==> config.mk <==
export PLATFORM = sky130hd
export DESIGN_NAME = dbg_scan_port
export DESIGN_NICKNAME = d
export VERILOG_FILES = /design/src/rtl/jdbg_pkg.sv /design/src/rtl/jdbg_ir_path.sv /design/src/rtl/jdbg_dr_path.sv /design/src/rtl/jdbg_regs.sv /design/src/rtl/dbg_scan_port.sv
export SDC_FILE = /design/constraint.sdc
export NUM_CORES = 1
export LEC_CHECK = 0
export ABC_AREA = 1
export BUFFER_PORTS_ARGS = -buffer_cell sky130_fd_sc_hd__buf_2
export CORE_MARGIN = 2
export CORE_UTILIZATION = 25
export CTS_CLUSTER_DIAMETER = 200
export DETAILED_ROUTE_END_ITERATION = 8
export GPL_TIMING_DRIVEN = 1
export PLACE_DENSITY = 0.38
export SYNTH_ARGS = -nofsm -noshare
export SYNTH_HDL_FRONTEND = slang
export SYNTH_SLANG_ARGS = --single-unit
==> constraint.sdc <==
create_clock -name clk -period 1.6 [get_ports clk]
set_clock_uncertainty 0.15 [all_clocks]
set_input_delay 0.08 -clock clk [delete_from_list [all_inputs] [get_ports clk]]
set_output_delay 0.08 -clock clk [all_outputs]
set_load 0.02 [all_outputs]
==> src/rtl/jdbg_pkg.sv <==
package jdbg_pkg;
    localparam int IR_W    = 8;
    localparam int CTL_W   = 4;
    localparam int DR_MAX  = 32;
    localparam int EDM_BIT = 31;
    localparam int STAT_W  = 2;
    localparam int LEN_W   = $clog2(DR_MAX + 1);

    localparam logic [IR_W-1:0] SEL_CORE   = 8'h10;
    localparam logic [IR_W-1:0] SEL_CTL    = 8'h12;
    localparam logic [IR_W-1:0] SEL_DBC0   = 8'h30;
    localparam logic [IR_W-1:0] SEL_BYPASS = 8'hFF;

    typedef struct packed {
        logic dmiss_dis;
        logic imiss_dis;
        logic wake;
        logic dbg_req;
    } ctl_t;

    typedef enum logic [1:0] {
        PATH_IDLE,
        PATH_IR,
        PATH_DR
    } path_e;

    function automatic logic [LEN_W-1:0] dr_len(input logic [IR_W-1:0] code);
        case (code)
            SEL_CTL:  return LEN_W'(CTL_W);
            SEL_CORE: return LEN_W'(DR_MAX);
            SEL_DBC0: return LEN_W'(DR_MAX);
            default:  return LEN_W'(1);
        endcase
    endfunction
endpackage

==> src/rtl/jdbg_ir_path.sv <==
module jdbg_ir_path
    import jdbg_pkg::*;
#(
    parameter int W  = IR_W,
    parameter int SW = STAT_W
) (
    input  logic          clk,
    input  logic          rst,
    input  logic          en,
    input  logic          cap,
    input  logic          shf,
    input  logic          upd,
    input  logic          tdi,
    input  logic [SW-1:0] status,
    output logic [W-1:0]  ir_q,
    output logic          tdo_bit
);
    logic [W-1:0] sr_q;

    always_ff @(posedge clk) begin
        if (rst) begin
            sr_q <= '0;
            ir_q <= W'(SEL_BYPASS);
        end else if (en) begin
            if (cap)
                sr_q <= W'(status);
            else if (shf)
                sr_q <= {tdi, sr_q[W-1:1]};
            if (upd)
                ir_q <= sr_q;
        end
    end

    assign tdo_bit = sr_q[0];

    AST_IR_UPDATE_ONLY: assert property (@(posedge clk) disable iff (rst)
        !(en && upd) |=> $stable(ir_q));
endmodule

==> src/rtl/jdbg_dr_path.sv <==
module jdbg_dr_path
    import jdbg_pkg::*;
#(
    parameter int W  = DR_MAX,
    parameter int LW = $clog2(W + 1)
) (
    input  logic          clk,
    input  logic          rst,
    input  logic          en,
    input  logic          cap,
    input  logic          shf,
    input  logic [LW-1:0] len,
    input  logic [W-1:0]  cap_val,
    input  logic          tdi,
    output logic [W-1:0]  sr_q,
    output logic          tdo_bit
);
    localparam int IDX_W = $clog2(W);

    logic [IDX_W-1:0] last_idx;
    logic [W-1:0]     nxt;

    assign last_idx = IDX_W'(len - 1'b1);

    always_comb begin
        nxt           = {1'b0, sr_q[W-1:1]};
        nxt[last_idx] = tdi;
    end

    always_ff @(posedge clk) begin
        if (rst)
            sr_q <= '0;
        else if (en && cap)
            sr_q <= cap_val;
        else if (en && shf)
            sr_q <= nxt;
    end

    assign tdo_bit = sr_q[0];
endmodule

==> src/rtl/jdbg_regs.sv <==
module jdbg_regs
    import jdbg_pkg::*;
#(
    parameter int W   = DR_MAX,
    parameter int EDM = EDM_BIT,
    parameter int IW  = IR_W
) (
    input  logic          clk,
    input  logic          rst,
    input  logic          en,
    input  logic          upd,
    input  logic [IW-1:0] ir,
    input  logic [W-1:0]  data,
    input  logic          halt_ack,
    output ctl_t          ctl_q,
    output logic [W-1:0]  dbc0_q,
    output logic          dbg_state_q,
    output logic          halt_q
);
    localparam logic [W-1:0] EDM_MASK = W'(1) << EDM;

    logic wr_ctl, wr_dbc, first_q;

    assign wr_ctl = en && upd && (ir == IW'(SEL_CTL));
    assign wr_dbc = en && upd && (ir == IW'(SEL_DBC0));
    assign halt_q = ctl_q.dbg_req & ctl_q.wake;

    always_ff @(posedge clk) begin
        if (rst)
            ctl_q <= '0;
        else if (wr_ctl)
            ctl_q <= ctl_t'(data[CTL_W-1:0]);
    end

    always_ff @(posedge clk) begin
        if (rst) begin
            dbc0_q  <= '0;
            first_q <= 1'b1;
        end else if (wr_dbc) begin
            first_q <= 1'b0;
            if (first_q)
                dbc0_q[EDM] <= data[EDM];
            else
                dbc0_q <= data | (dbc0_q & EDM_MASK);
        end
    end

    always_ff @(posedge clk) begin
        if (rst)
            dbg_state_q <= 1'b0;
        else if (halt_ack)
            dbg_state_q <= halt_q;
    end

    AST_HALT_ON_REQ: assert property (@(posedge clk) disable iff (rst)
        wr_ctl && data[0] && data[1] |=> halt_q);
    AST_DISABLED_NO_WRITE: assert property (@(posedge clk) disable iff (rst)
        !en |=> $stable(ctl_q) && $stable(dbc0_q));
    AST_UPDATE_ONLY: assert property (@(posedge clk) disable iff (rst)
        !upd |=> $stable(ctl_q) && $stable(dbc0_q));
    AST_FIRST_EDM_ONLY: assert property (@(posedge clk) disable iff (rst)
        wr_dbc && first_q |=> (dbc0_q & ~EDM_MASK) == ($past(dbc0_q) & ~EDM_MASK));
    AST_EDM_STICKY: assert property (@(posedge clk) disable iff (rst)
        dbc0_q[EDM] |=> dbc0_q[EDM]);
    AST_DBGST_SET: assert property (@(posedge clk) disable iff (rst)
        halt_ack && halt_q |=> dbg_state_q);
    AST_DBGST_HOLD: assert property (@(posedge clk) disable iff (rst)
        !halt_ack |=> $stable(dbg_state_q));
endmodule

==> src/rtl/dbg_scan_port.sv <==
module dbg_scan_port
    import jdbg_pkg::*;
(
    input  logic              clk,
    input  logic              rst,
    input  logic              dbg_enable,
    input  logic              tap_capture_ir,
    input  logic              tap_shift_ir,
    input  logic              tap_update_ir,
    input  logic              tap_capture_dr,
    input  logic              tap_shift_dr,
    input  logic              tap_update_dr,
    input  logic              tdi,
    output logic              tdo,
    input  logic              cpu_halt_ack,
    input  logic              cpu_clk_running,
    input  logic [DR_MAX-1:0] cpu_state_word,
    output logic              halt_req,
    output logic              wake_req,
    output logic              dbg_mode_en,
    output logic              imiss_dis,
    output logic              dmiss_dis
);
    logic [IR_W-1:0]   ir_q;
    logic [DR_MAX-1:0] dr_sr, dbc0_q, cap_val;
    logic [LEN_W-1:0]  len;
    logic              tdo_ir, tdo_dr, dbg_state_q;
    ctl_t              ctl_q;
    path_e             path;

    assign len = dr_len(ir_q);

    always_comb begin
        case (ir_q)
            SEL_CTL:  cap_val = DR_MAX'(ctl_q);
            SEL_DBC0: cap_val = dbc0_q;
            SEL_CORE: cap_val = cpu_state_word;
            default:  cap_val = '0;
        endcase
    end

    jdbg_ir_path #(.W(IR_W), .SW(STAT_W)) u_ir (
        .clk     (clk),
        .rst     (rst),
        .en      (dbg_enable),
        .cap     (tap_capture_ir),
        .shf     (tap_shift_ir),
        .upd     (tap_update_ir),
        .tdi     (tdi),
        .status  ({dbg_state_q, cpu_clk_running}),
        .ir_q    (ir_q),
        .tdo_bit (tdo_ir)
    );

    jdbg_dr_path #(.W(DR_MAX), .LW(LEN_W)) u_dr (
        .clk     (clk),
        .rst     (rst),
        .en      (dbg_enable),
        .cap     (tap_capture_dr),
        .shf     (tap_shift_dr),
        .len     (len),
        .cap_val (cap_val),
        .tdi     (tdi),
        .sr_q    (dr_sr),
        .tdo_bit (tdo_dr)
    );

    jdbg_regs #(.W(DR_MAX), .EDM(EDM_BIT), .IW(IR_W)) u_regs (
        .clk         (clk),
        .rst         (rst),
        .en          (dbg_enable),
        .upd         (tap_update_dr),
        .ir          (ir_q),
        .data        (dr_sr),
        .halt_ack    (cpu_halt_ack),
        .ctl_q       (ctl_q),
        .dbc0_q      (dbc0_q),
        .dbg_state_q (dbg_state_q),
        .halt_q      (halt_req)
    );

    always_comb begin
        if (!dbg_enable)       path = PATH_IDLE;
        else if (tap_shift_ir) path = PATH_IR;
        else if (tap_shift_dr) path = PATH_DR;
        else                   path = PATH_IDLE;
    end

    always_comb begin
        case (path)
            PATH_IR: tdo = tdo_ir;
            PATH_DR: tdo = tdo_dr;
            default: tdo = 1'b0;
        endcase
    end

    assign wake_req    = ctl_q.wake;
    assign imiss_dis   = ctl_q.imiss_dis;
    assign dmiss_dis   = ctl_q.dmiss_dis;
    assign dbg_mode_en = dbc0_q[EDM_BIT];

    AST_TDO_QUIET: assert property (@(posedge clk) disable iff (rst)
        !dbg_enable |-> !tdo);
endmodule

Word level (Yosys, flattened, before mapping)
Cells that the tools add are included.
{"block": "word_totals", "inputBits": 44, "reg_bits": 86}
{"block": "classes", "eq_ne": 5, "bitwise": 3, "mux": 14, "add_sub_neg": 1, "n_lt_le_gt_ge": 2, "n_reduce_logical": 12}
{"operator": "$pmux 32 s3", "count": 1}
{"operator": "$mux 32", "count": 2}
{"operator": "$bwmux 32", "count": 1}
{"operator": "$or 32x32->32", "count": 1}
{"operator": "$eq 8x5->1 const B", "count": 2}
{"operator": "$mux 8", "count": 2}
{"operator": "$eq 8x6->1 const B", "count": 1}
{"operator": "$logic_and 1x1->1", "count": 6}
{"operator": "$lt 5x6->1 const B", "count": 1}
{"operator": "$mux 2", "count": 3}
{"operator": "$pmux 3 s2", "count": 1}
{"operator": "$reduce_and 2->1", "count": 3}
{"operator": "$demux 1 s5", "count": 1}
{"operator": "$ge 5x1->1 const B", "count": 1}
{"operator": "$sub 5x1->5 const B", "count": 1}
{"operator": "$reduce_bool 2->1", "count": 2}
{"operator": "$eq 2x1->1 const B", "count": 1}
{"operator": "$eq 2x2->1 const B", "count": 1}
{"operator": "$mux 1", "count": 2}
{"operator": "$pmux 1 s2", "count": 1}
{"operator": "$reduce_or 2->1", "count": 1}
{"operator": "$and 1x1->1", "count": 1}
{"operator": "$not 1->1", "count": 1}

Depth between registers and ports, before layout
Gate-level depths: netlist of run 1.
{"block": "logic_depth", "depth_word": 11, "depth_mapped": 12, "depth_no_buf": 11}

Modules after synthesis
Synthesis of run 1 repeated with hierarchy kept, for this count alone.
{"block": "unflattened", "hier_cells": 900, "area_unflattened_um2": 5689.2}
{"module": "jdbg_dr_path", "seq_area_each_um2": 640.6, "instances": 1, "cells_per_inst": 344, "area_each_um2": 2217.1}
{"module": "jdbg_regs", "seq_area_each_um2": 760.7, "instances": 1, "cells_per_inst": 320, "area_each_um2": 1964.4}
{"module": "dbg_scan_port", "seq_area_each_um2": 0.0, "instances": 1, "cells_per_inst": 141, "area_each_um2": 822.0}
{"module": "jdbg_ir_path", "seq_area_each_um2": 320.3, "instances": 1, "cells_per_inst": 95, "area_each_um2": 685.7}

Worst setup path before layout of run 1
OpenSTA, ideal clock, no wires.
{"block": "synth_timing", "path_kind": "reg2reg", "start": "reg u_ir.ir_q[6]", "end": "reg u_regs.dbc0_q[10]", "t_arrival_ns": 1.179, "path_stages_with_launch": 10, "setup_slack_ns": 0.143, "period_less_slack_ns": 1.457, "setup_time_ns": 0.128, "n_path_buf": 1, "path_cell_list": "dfxtp_1 inv_1 nand2_1 nor2_4 nand2_4 nor2_8 nand2_4 clkbuf_1 o21ai_0 a21oi_1"}
{"block": "synth_between", "elab_chain_len": 3}
{"item": "start, declared", "line_no": "jdbg_ir_path.sv:15", "rtl": "output logic [W-1:0] ir_q,"}
{"item": "start signal, assigned", "line_no": "jdbg_ir_path.sv:23", "rtl": "ir_q <= W'(SEL_BYPASS);"}
{"item": "start signal, assigned", "line_no": "jdbg_ir_path.sv:30", "rtl": "ir_q <= sr_q;"}
{"item": "$eq 8x6->1", "line_no": "jdbg_regs.sv:25", "rtl": "assign wr_dbc = en && upd && (ir == IW'(SEL_DBC0));"}
{"item": "$logic_and 1x1->1", "line_no": "jdbg_regs.sv:25"}
{"item": "$reduce_and 2->1 (no source line)"}
{"item": "end signal, assigned by index", "line_no": "jdbg_regs.sv:42", "rtl": "dbc0_q[EDM] <= data[EDM];"}
{"item": "end signal, assigned", "line_no": "jdbg_regs.sv:44", "rtl": "dbc0_q <= data | (dbc0_q & EDM_MASK);"}
{"item": "end, declared", "line_no": "jdbg_regs.sv:16", "rtl": "output logic [W-1:0] dbc0_q,"}
No other way between the ends.
A chain may end at the register's enable or synchronous reset.

Final worst setup path of run 1
{"block": "layout_timing", "start": "reg u_ir.ir_q[0]", "end": "reg u_regs.dbc0_q[17]"}
The elaborated chain is that of the path after synthesis.

==> results of run 1 <==
==> repair_timing <==
| item | 4_1_cts | 5_1_grt |
|---|---|---|
| endpoints found under the setup margin | 27 | 71 |
| hold buffers | 39 | 0 |
| gates resized for setup | 5 | 63 |
| cloned | 0 | 3 |
| hold endpoints to repair | 50 | 0 |
| setup buffers | 2 | 2 |
| pin swaps | 2 | 6 |
==> area by class of cell <==
class,instances,share of cell area
Clock buffer,11,0.04634
Multi-Input combinational cell,368,0.3407
Tap cell,188,0.04313
Clock inverter,5,0.01904
Sequential cell,86,0.3166
Timing Repair Buffer,123,0.1874
Inverter,65,0.04680
==> registers in the layout, summed over array words and instances (netlist names) <==
| register | flops |
|---|---|
| u_regs.first_q | 1 |
| u_regs.dbg_state_q | 1 |
| u_regs.dbc0_q | 32 |
| u_ir.sr_q | 8 |
| u_regs.ctl_q | 4 |
| u_ir.ir_q | 8 |
| u_dr.sr_q | 32 |
==> layout by cell type (no fill, tap or decap), types with 2 or more instances in the layout <==
master | synthesis | final
nor2_4 | 1 | 3
a21oi_1 | 68 | 56
buf_6 | 4 | 5
nand2_2 | 3 | 6
inv_1 | 59 | 56
clkbuf_16 | 0 | 11
dlygate4sd3_1 | 0 | 39
buf_4 | 3 | 22
dfxtp_1 | 86 | 82
nor2_1 | 7 | 5
bufinv_16 | 0 | 3
buf_12 | 0 | 5
o211ai_1 | 8 | 8
clkbuf_8 | 0 | 2
nand3_1 | 31 | 31
buf_2 | 3 | 49
o21ai_1 | 3 | 24
nor2_2 | 2 | 2
o21ai_2 | 1 | 3
nand2_1 | 122 | 117
dfxtp_2 | 0 | 4
a21oi_2 | 0 | 12
o21ai_0 | 112 | 88
a31oi_1 | 2 | 2
inv_2 | 4 | 5
nand2_4 | 2 | 4
==> worst paths after layout <==
check / startpoint / end / cells past startpoint
max: u_ir.ir_q[0] / u_regs.dbc0_q[17] / 9
min: dbg_enable / u_ir.sr_q[2] / 3
max reg2reg: u_ir.ir_q[0] / u_regs.dbc0_q[17] / 9
min reg2reg: u_regs.dbc0_q[25] / u_regs.dbc0_q[25] / 2
==> kinds of logic (layout without fill, tap and decap cells) <==
| kind of cell | after synthesis | in the layout | synth area share |
|---|---|---|---|
| AO/OA/AOI/OAI | 197 | 197 | 0.2621 |
| AND/OR/NAND/NOR | 171 | 171 | 0.1894 |
| buffers and inverters | 98 | 204 | 0.1061 |
| flip-flops | 86 | 86 | 0.4424 |
==> synth_stat cells, types with 3 or more instances <==
library cell and count:
a21oi_1 68, buf_2 3, buf_4 3, buf_6 4, clkbuf_1 22, dfxtp_1 86
inv_1 59, inv_2 4, nand2_1 122, nand2_2 3, nand3_1 31, nor2_1 7
o211ai_1 8, o21ai_0 112, o21ai_1 3
==> power by group <==
group / switching [mW] / internal, mW
logic: 0.265 / 0.220
registers: 0.0587 / 2.22
clock network: 0.905 / 1.61
==> routing by layer <==
metal | track usage | up-vias | wire, µm
met5 | 0 | - | 0
met4 | 0.05115 | 0 | 213
met3 | 0.03950 | 13 | 407
met2 | 0.2266 | 57 | 5221
met1 | 0.1889 | 1750 | 5883
li1 | - | 2023 | -
==> critical path: cells and delay by family (launching register included) <==
family,cells,cell delay (ns)
and+or+nand+nor,5,0.48
buffers and inverters,2,0.25
AOI/OAI and AO/OA,2,0.25
DFF,1,0.33
==> results_dict.tcl, run 1 <==
set metrics [dict create \
    clock_sinks 86 \
    fp.coreArea_mm2 0.01520 \
    grt_start_max_net_pins 74 \
    synth_cells 552 \
    critPathMaxStageDelay_ns 0.33 \
    setup_viol 0 \
    final_net_count 697 \
    dr.pass1.iters 4 \
    final_area_mm2 0.005454 \
    relSlewSlack 0.7405 \
    placed_cell_area_mm2 0.004476 \
    end_kind "flip-flop" \
    drt-vias-per-instance 4.543 \
    insertion_delay_ns 0.35 \
    status "finished, final reports clean" \
    htreeDepth 3 \
    finalHoldViolCount 0 \
    powerDensity_mw_per_mm2 969.5 \
    grt_pass1_wl_mm 18.60 \
    port_buffers 49 \
    syn_area_mm2 0.003891 \
    synth_warnings 0 \
    grt-ovfl-total 0 \
    die_y_um 128.8 \
    detail-route-antenna-nets 0 \
    clock_path_buffers 2 \
    synth-edff-count 0 \
    gp_congestion 0.7068 \
    diodes 0 \
    ys_async_sr_fraction 0 \
    cts_tree "done" \
    path_max_fanout 31 \
    synth_top_flop_cell "dfxtp_1" \
    grt_pass1_vias 3745 \
    layoutNonFillerInstCount 846 \
    first_iter_violations 208 \
    start_util 0.2560 \
    rsz0062_at_grt "yes" \
    postSynthAreaPerCell_um2 7.049 \
    synth_top_cell_area_share 0.4424 \
    post-place-ws_ns -0.02889 \
    ctsRootBufferMaster "clkbuf_16" \
    multiInputGateArea_mm2 0.001858 \
    groute.usage.overall 0.1437 \
    ys_ff_latch 86 \
    layout.area.seq_mm2 0.001727 \
    worstPathCellList "nor2_2, nand2_2, inv_2, nand2_4, nor2_8, nand2_4, buf_12, o21ai_1, a21oi_2" \
    maxCapViolCount 0 \
    yosysTopAreaCell "dfxtp_1" \
    layout_setup_ws_ns 0.01557 \
    antenna_found_initial 0 \
    startpoint_type "flip-flop" \
    clkTransAtPathRegs_ns 0.06 \
    totalWireLength_mm 11.73 \
    numCtsBuffers 9 \
    ir_worst_vdd_mv 0.5708 \
    arrival_ns 1.67 \
    die_area_mm2 0.01658 \
    num_vias 3843 \
    ys_top_cells_by_area "dfxtp_1 (44%), o21ai_0 (14%), nand2_1 (12%)" \
    syn_nets 596 \
    drcViolationCount 0 \
    critical-path-slowest-cell "dfxtp_2" \
    top_level_ports 50 \
    wl_per_cell_um 13.86 \
    synth_cell_types 28 \
    rows 45 \
    fin_setup_tns_ns 0 \
    crit_type "reg2reg" \
    crit_path_frequent_cell "nand2_4" \
    yosysSeqAreaShare 0.4424 \
    fmax_ghz 0.6311 \
    die_w_um 128.8 \
    place_inst 784 \
    final_util 0.3588 \
    dp_hpwl_mm 7.202 \
    critPathRequiredTime_ns 1.69 \
    hold_path.class "in2reg" \
    period_needed_ns 1.584 \
    area_growth_pct 40.16 \
    drive_gt1_frac 0.2204 \
    holdWs_ns 0.02880 \
    total_power_mw 5.288 \
    num-fill-cells 1590 \
    regToRegSetupSlack_ns 0.02 \
    min_period_over_period 0.9903 \
    worst_pin_slew_ns 0.3892 \
    leakagePower_nw 2.229 \
    slew_viol_final 0 \
]
No activity file was read; power rests on OpenSTA's default activity.
==> inputs of run 2 (changes only) <==
- PLACE_DENSITY: 0.38 -> unset
==> run 2 against run 1 <==
Final cell count shrank 1.2%. First-iteration DRC count grew 61%. Global-route usage shrank 1.4 points. Fmax grew 2.2%. Sequential share of layout area grew 1.2 points. Non-clock buffer count shrank 10. Sequential power is essentially flat. Clock power shrank 19%. Via count grew 0.10%.
==> results_dict.tcl, run 2 (same netlist as run 1, synthesis figures left out) <==
set metrics [dict create \
    cts_tree "done" \
    num_vias 3847 \
    first_iter_violations 335 \
    startpoint_type "flip-flop" \
    leakagePower_nw 2.168 \
    final_net_count 687 \
    arrival_ns 1.63 \
    drt-vias-per-instance 4.602 \
    place_inst 784 \
    fin_setup_tns_ns 0 \
    end_kind "flip-flop" \
    regToRegSetupSlack_ns 0.05 \
    layout_setup_ws_ns 0.04943 \
    rsz0062_at_grt "yes" \
    critPathTopFamily "simple AND/OR/NAND/NOR gates" \
    num-fill-cells 1647 \
    powerDensity_mw_per_mm2 911.7 \
    grt_pass1_wl_mm 17.05 \
    worst_pin_slew_ns 0.3645 \
    period_needed_ns 1.551 \
    port_buffers 49 \
    detail-route-antenna-nets 0 \
    switchingPower_mw 1.201 \
    grt_pass1_vias 3465 \
    insertion_delay_ns 0.34 \
    groute.usage.overall 0.1296 \
    ctsRootBufferMaster "clkbuf_16" \
    ir_worst_vdd_mv 0.5576 \
    die_w_um 128.8 \
    top_regs "u_dr.sr_q x32, u_regs.dbc0_q x32" \
    area_growth_pct 34.86 \
    start_util 0.2560 \
    die_y_um 128.8 \
    fmax_ghz 0.6449 \
    critPathMaxStageDelay_ns 0.32 \
    htreeDepth 3 \
    antenna_found_initial 0 \
    status "finished, final reports clean" \
    maxCapViolCount 0 \
    p_int_mw 3.583 \
    min_period_over_period 0.9691 \
    drive_gt1_frac 0.2006 \
    dp_hpwl_mm 6.894 \
    final_area_mm2 0.005248 \
    placed_cell_area_mm2 0.004463 \
    finalHoldViolCount 0 \
    seqPwrFrac 0.477 \
    layoutNonFillerInstCount 836 \
    grt-ovfl-total 0 \
    cp_num_buf_inv 2 \
    clock_sinks 86 \
    relSlewSlack 0.7570 \
    fp.coreArea_mm2 0.01520 \
    p_clk_frac 0.426 \
    dr.pass1.iters 5 \
    setup_viol 0 \
    crit_path_frequent_cell "nand2_4" \
    path_max_fanout 15 \
    totalWireLength_mm 10.93 \
    gp_congestion 0.7776 \
    diodes 0 \
    numCtsBuffers 9 \
    final_util 0.3452 \
    drcViolationCount 0 \
    top_level_ports 50 \
    clkTransAtPathRegs_ns 0.07 \
    clock_path_buffers 2 \
    slew_viol_final 0 \
    wl_per_cell_um 13.07 \
    critical-path-slowest-cell "dfxtp_2" \
    final_cell_mix "nand2_1 (117), o21ai_0 (97), dfxtp_1 (82)" \
    die_area_mm2 0.01658 \
    hold_path.class "in2reg" \
    power.share.combinational 0.097 \
    rows 45 \
    power_switching_share 0.2511 \
    grt_start_max_net_pins 59 \
    post-place-ws_ns 0.03404 \
    worstPathCellList "inv_2, nand2_4, nor2_4, nand2_4, nor2_8, nand2_4, buf_8, o21ai_0, a21oi_2" \
    critPathRequiredTime_ns 1.68 \
    layout_commonest_cell "nand2_1" \
    crit_type "reg2reg" \
]
## run 2: stage by stage
| step | total power, mW | hold WS (ns) |
|---|---|---|
| 2_1_floorplan | 2.543 | -0.0009342 |
| 5_1_grt | 4.990 | 0.03385 |
| 6_report | 4.784 | 0.003899 |
| 3_5_place_dp | 2.710 | 0.1257 |
| 4_1_cts | 4.803 | 0.001090 |
| 3_3_place_gp | 2.710 | 0.1194 |
## run 2: metal layers
layer,vias up,track usage,wire length [µm]
met2,70,0.2057,5162
met1,1763,0.1742,5249
met4,0,0.05818,180
met3,10,0.01996,336
li1,2004,-,-
met5,-,0,0
## run 2: timing repair
action	4_1_cts	5_1_grt
setup endpoints to repair	0	62
gates resized for setup	0	49
hold buffers	32	0
buffers inserted	0	1
endpoints found under the hold margin	42	0
## run 2: worst paths after layout
| kind | startpoint | endpoint | depth (start not counted) |
|---|---|---|---|
| setup / recovery | u_ir.ir_q[7] | u_regs.dbc0_q[24] | 9 |
| hold / removal | cpu_state_word[27] | u_dr.sr_q[27] | 7 |
| setup reg to reg | u_ir.ir_q[7] | u_regs.dbc0_q[24] | 9 |
| hold reg to reg | u_regs.dbc0_q[27] | u_regs.dbc0_q[27] | 2 |
## run 2: final cells by class
cell class	count	area (µm²)	share of cell area
multi-input cells	368	1817	0.3462
flip-flops and latches	86	1727	0.3290
repair buffers	113	929.6	0.1772
clock buffers	13	260.3	0.04959
inverters	65	254.0	0.04840
well taps	188	235.2	0.04483
clock inverters	3	25.02	0.004769
## run 2: worst min-delay path: cells and delay by family
kind,cells,cell delay (ns)
buf+inv,2,0.11
compound gates,1,0.06
simple gates,4,0.21
## run 2: power groups by stage
stage	clock network (mW)	logic (mW)	registers, mW
final	2.04	0.463	2.28
after global routing	2.18	0.521	2.29
after CTS	2.08	0.450	2.28
after detailed placement	0	0.387	2.32
after global placement	0	0.386	2.32
after floorplan	0	0.235	2.31
==> inputs of run 3 (changes only) <==
- ABC_AREA: 1 -> unset
==> run 3 against run 2 <==
Fmax is 22% lower. First-iteration DRC count is 41% lower. Hold slack got worse by 0.0055 ns. Highest routed layer unchanged. Critical path type unchanged. Die area is 0.84% higher. The run now ends with hold timing, setup timing left.
==> results_dict.tcl, run 3 <==
set metrics [dict create \
    ys_top_cells_by_area "dfxtp_1 (44%), mux2_2 (8.3%), o21ai_0 (7.7%)" \
    synth-edff-count 0 \
    critPathTopFamily "simple AND/OR/NAND/NOR gates" \
    p_clk_frac 0.441 \
    critical-path-slowest-cell "or4_4" \
    seqPwrFrac 0.448 \
    drcViolationCount 0 \
    layout_commonest_cell "dfxtp_1" \
    post-place-ws_ns -0.3768 \
    die_area_mm2 0.01672 \
    clkTransAtPathRegs_ns 0.06 \
    synth_top_cell_area_share 0.4386 \
    groute.usage.overall 0.1336 \
    min_period_over_period 1.247 \
    critPathRequiredTime_ns 1.65 \
    htreeDepth 3 \
    relSlewSlack 0.6188 \
    hold_path.class "in2reg" \
    synth_cells 451 \
    synth_warnings 0 \
    path_max_fanout 6 \
    diodes 0 \
    met3_usage 0.03179 \
    startpoint_type "flip-flop" \
    arrival_ns 2.05 \
    fp.coreArea_mm2 0.01526 \
    dp_hpwl_mm 7.260 \
    syn_nets 495 \
    ys_async_sr_fraction 0 \
    setup_viol 69 \
    die_y_um 129.3 \
    cts_tree "done" \
    grt_start_max_net_pins 46 \
    ir_worst_vdd_mv 0.5513 \
    first_iter_violations 197 \
    grt_use_met1 0.1731 \
    rows 45 \
    final_net_count 583 \
    num_vias 3736 \
    switchingPower_mw 1.178 \
    layout_setup_ws_ns -0.3947 \
    yosysTopAreaCell "dfxtp_1" \
    period_needed_ns 1.995 \
    totalWireLength_mm 11.68 \
    power.share.combinational 0.110 \
    cp_num_buf_inv 1 \
    wl_per_cell_um 15.47 \
    start_util 0.2572 \
    synth_top_flop_cell "dfxtp_1" \
    clock_path_buffers 2 \
    powerDensity_mw_per_mm2 886.8 \
    end_kind "flip-flop" \
    port_buffers 49 \
    crit_type "reg2reg" \
    antenna_found_initial 0 \
    synth_most_common_cell "dfxtp_1" \
    drt-vias-per-instance 4.948 \
    drive_gt1_frac 0.3805 \
    fin_setup_tns_ns -23.28 \
    yosysSeqAreaShare 0.4386 \
    area_growth_pct 45.81 \
    maxCapViolCount 0 \
    detail-route-antenna-nets 0 \
    grt-ovfl-total 0 \
    insertion_delay_ns 0.34 \
    die_w_um 129.3 \
    postSynthAreaPerCell_um2 8.703 \
    slew_viol_final 0 \
    worstPathCellList "or4_4, or3_4, clkbuf_16, o21ai_2, a21oi_1" \
    dr.pass1.iters 5 \
    numCtsBuffers 9 \
    violations "hold timing, setup timing" \
    p_int_mw 3.897 \
    ys_ff_latch 86 \
    synth_cell_types 32 \
    top_regs "u_dr.sr_q x32, u_regs.dbc0_q x32" \
    critPathMaxStageDelay_ns 0.56 \
    busiest_layer "met2" \
    syn_area_mm2 0.003925 \
    holdWs_ns -0.001607 \
    status "complete, but fails checks" \
    worst_pin_slew_ns 0.5718 \
    fmax_ghz 0.5013 \
    gp_congestion 0.7803 \
    clock_sinks 86 \
    grt_pass1_wl_mm 17.89 \
    ctsRootBufferMaster "clkbuf_16" \
    final_cell_mix "dfxtp_1 (85), buf_2 (49), nand3_1 (47)" \
    yosys-top-cells-count "dfxtp_1 (86), o21ai_0 (60), nand3_1 (47)" \
    rsz0062_at_grt "yes" \
    top_level_ports 50 \
    grt_pass1_vias 3633 \
    grt.met2_usage 0.2229 \
    power_switching_share 0.2321 \
    leakagePower_nw 2.214 \
    finalHoldViolCount 1 \
]
==> run 3: cell types whose count changed after synthesis, moves of 25 or more <==
cell / previous run / this run
a21oi_1: 68 / 43
a221oi_1: 0 / 27
o21ai_0: 112 / 60
nand2_1: 122 / 17
mux2_2: 0 / 29
inv_1: 59 / 2
nor2_1: 7 / 46
==> run 3: repair_timing <==
| action | in CTS | in global routing |
|---|---|---|
| hold buffers | 27 | 0 |
| cloned | 2 | 4 |
| setup endpoints to repair | 69 | 69 |
| pin swaps | 2 | 28 |
| setup buffers | 1 | 4 |
| hold endpoints to repair | 34 | 0 |
| gates resized for setup | 24 | 49 |
==> run 3: metrics by stage <==
stage / hold slack [ns] / cell area [µm²] / utilization / power [mW] / instances
2_1_floorplan: 0.08147 / 4079 / - / 2.611 / 451
3_3_place_gp: 0.1834 / 4671 / 0.3061 / 2.785 / 701
3_5_place_dp: 0.2022 / 4671 / 0.3061 / 2.799 / 701
4_1_cts: 0.002571 / 5386 / 0.3530 / 5.100 / 747
5_1_grt: 0.01257 / 5723 / 0.3751 / 5.275 / 755
6_report: -0.001607 / 5723 / 0.3751 / 5.075 / 755
==> run 3: layout make-up <==
type / count / area, µm²
Inverter: 2 / 7.507
Fill cell: 1522 / 9535
Multi-Input combinational cell: 319 / 2350
Timing Repair Buffer: 121 / 1061
Sequential cell: 86 / 1723
Tap cell: 211 / 264.0
Clock buffer: 13 / 250.2
Clock inverter: 3 / 67.56
==> run 3: per-layer routing <==
metal | vias to the layer above | routed length (µm)
li1 | 1835 | -
met1 | 1795 | 5355
met3 | 14 | 572
met5 | - | 0
met2 | 92 | 5619
met4 | 0 | 133
==> run 3: power groups by stage <==
stage / sequential [mW] / clock [mW] / combinational [mW]
floorplan: 2.30 / 0 / 0.312
global placement: 2.31 / 0 / 0.472
detailed placement: 2.32 / 0 / 0.483
CTS: 2.27 / 2.29 / 0.543
global route: 2.28 / 2.38 / 0.615
finish: 2.27 / 2.24 / 0.560
==> run 3: tightest hold or removal path, stage by stage <==
cell,delay [ns]
buf_2,0.08
mux2_2,0.15
a221oi_2,0.05
nor2_1,0.08
==> run 3: final timing paths <==
path,cells past startpoint,slack [ns],end,startpoint
max,5,-0.39,u_regs.dbc0_q[11],u_ir.ir_q[3]
min,4,-0.002,u_dr.sr_q[28],cpu_state_word[28]
max reg2reg,5,-0.39,u_regs.dbc0_q[11],u_ir.ir_q[3]
min reg2reg,2,0.31,u_regs.dbc0_q[16],u_regs.dbc0_q[16]
==> run 3: cell families after synthesis <==
logic type,share of synthesized area
AOI/OAI and AO/OA,0.2263
and+or+nand+nor,0.1661
muxes,0.1164
buffers and inverters,0.05260
DFF,0.4386
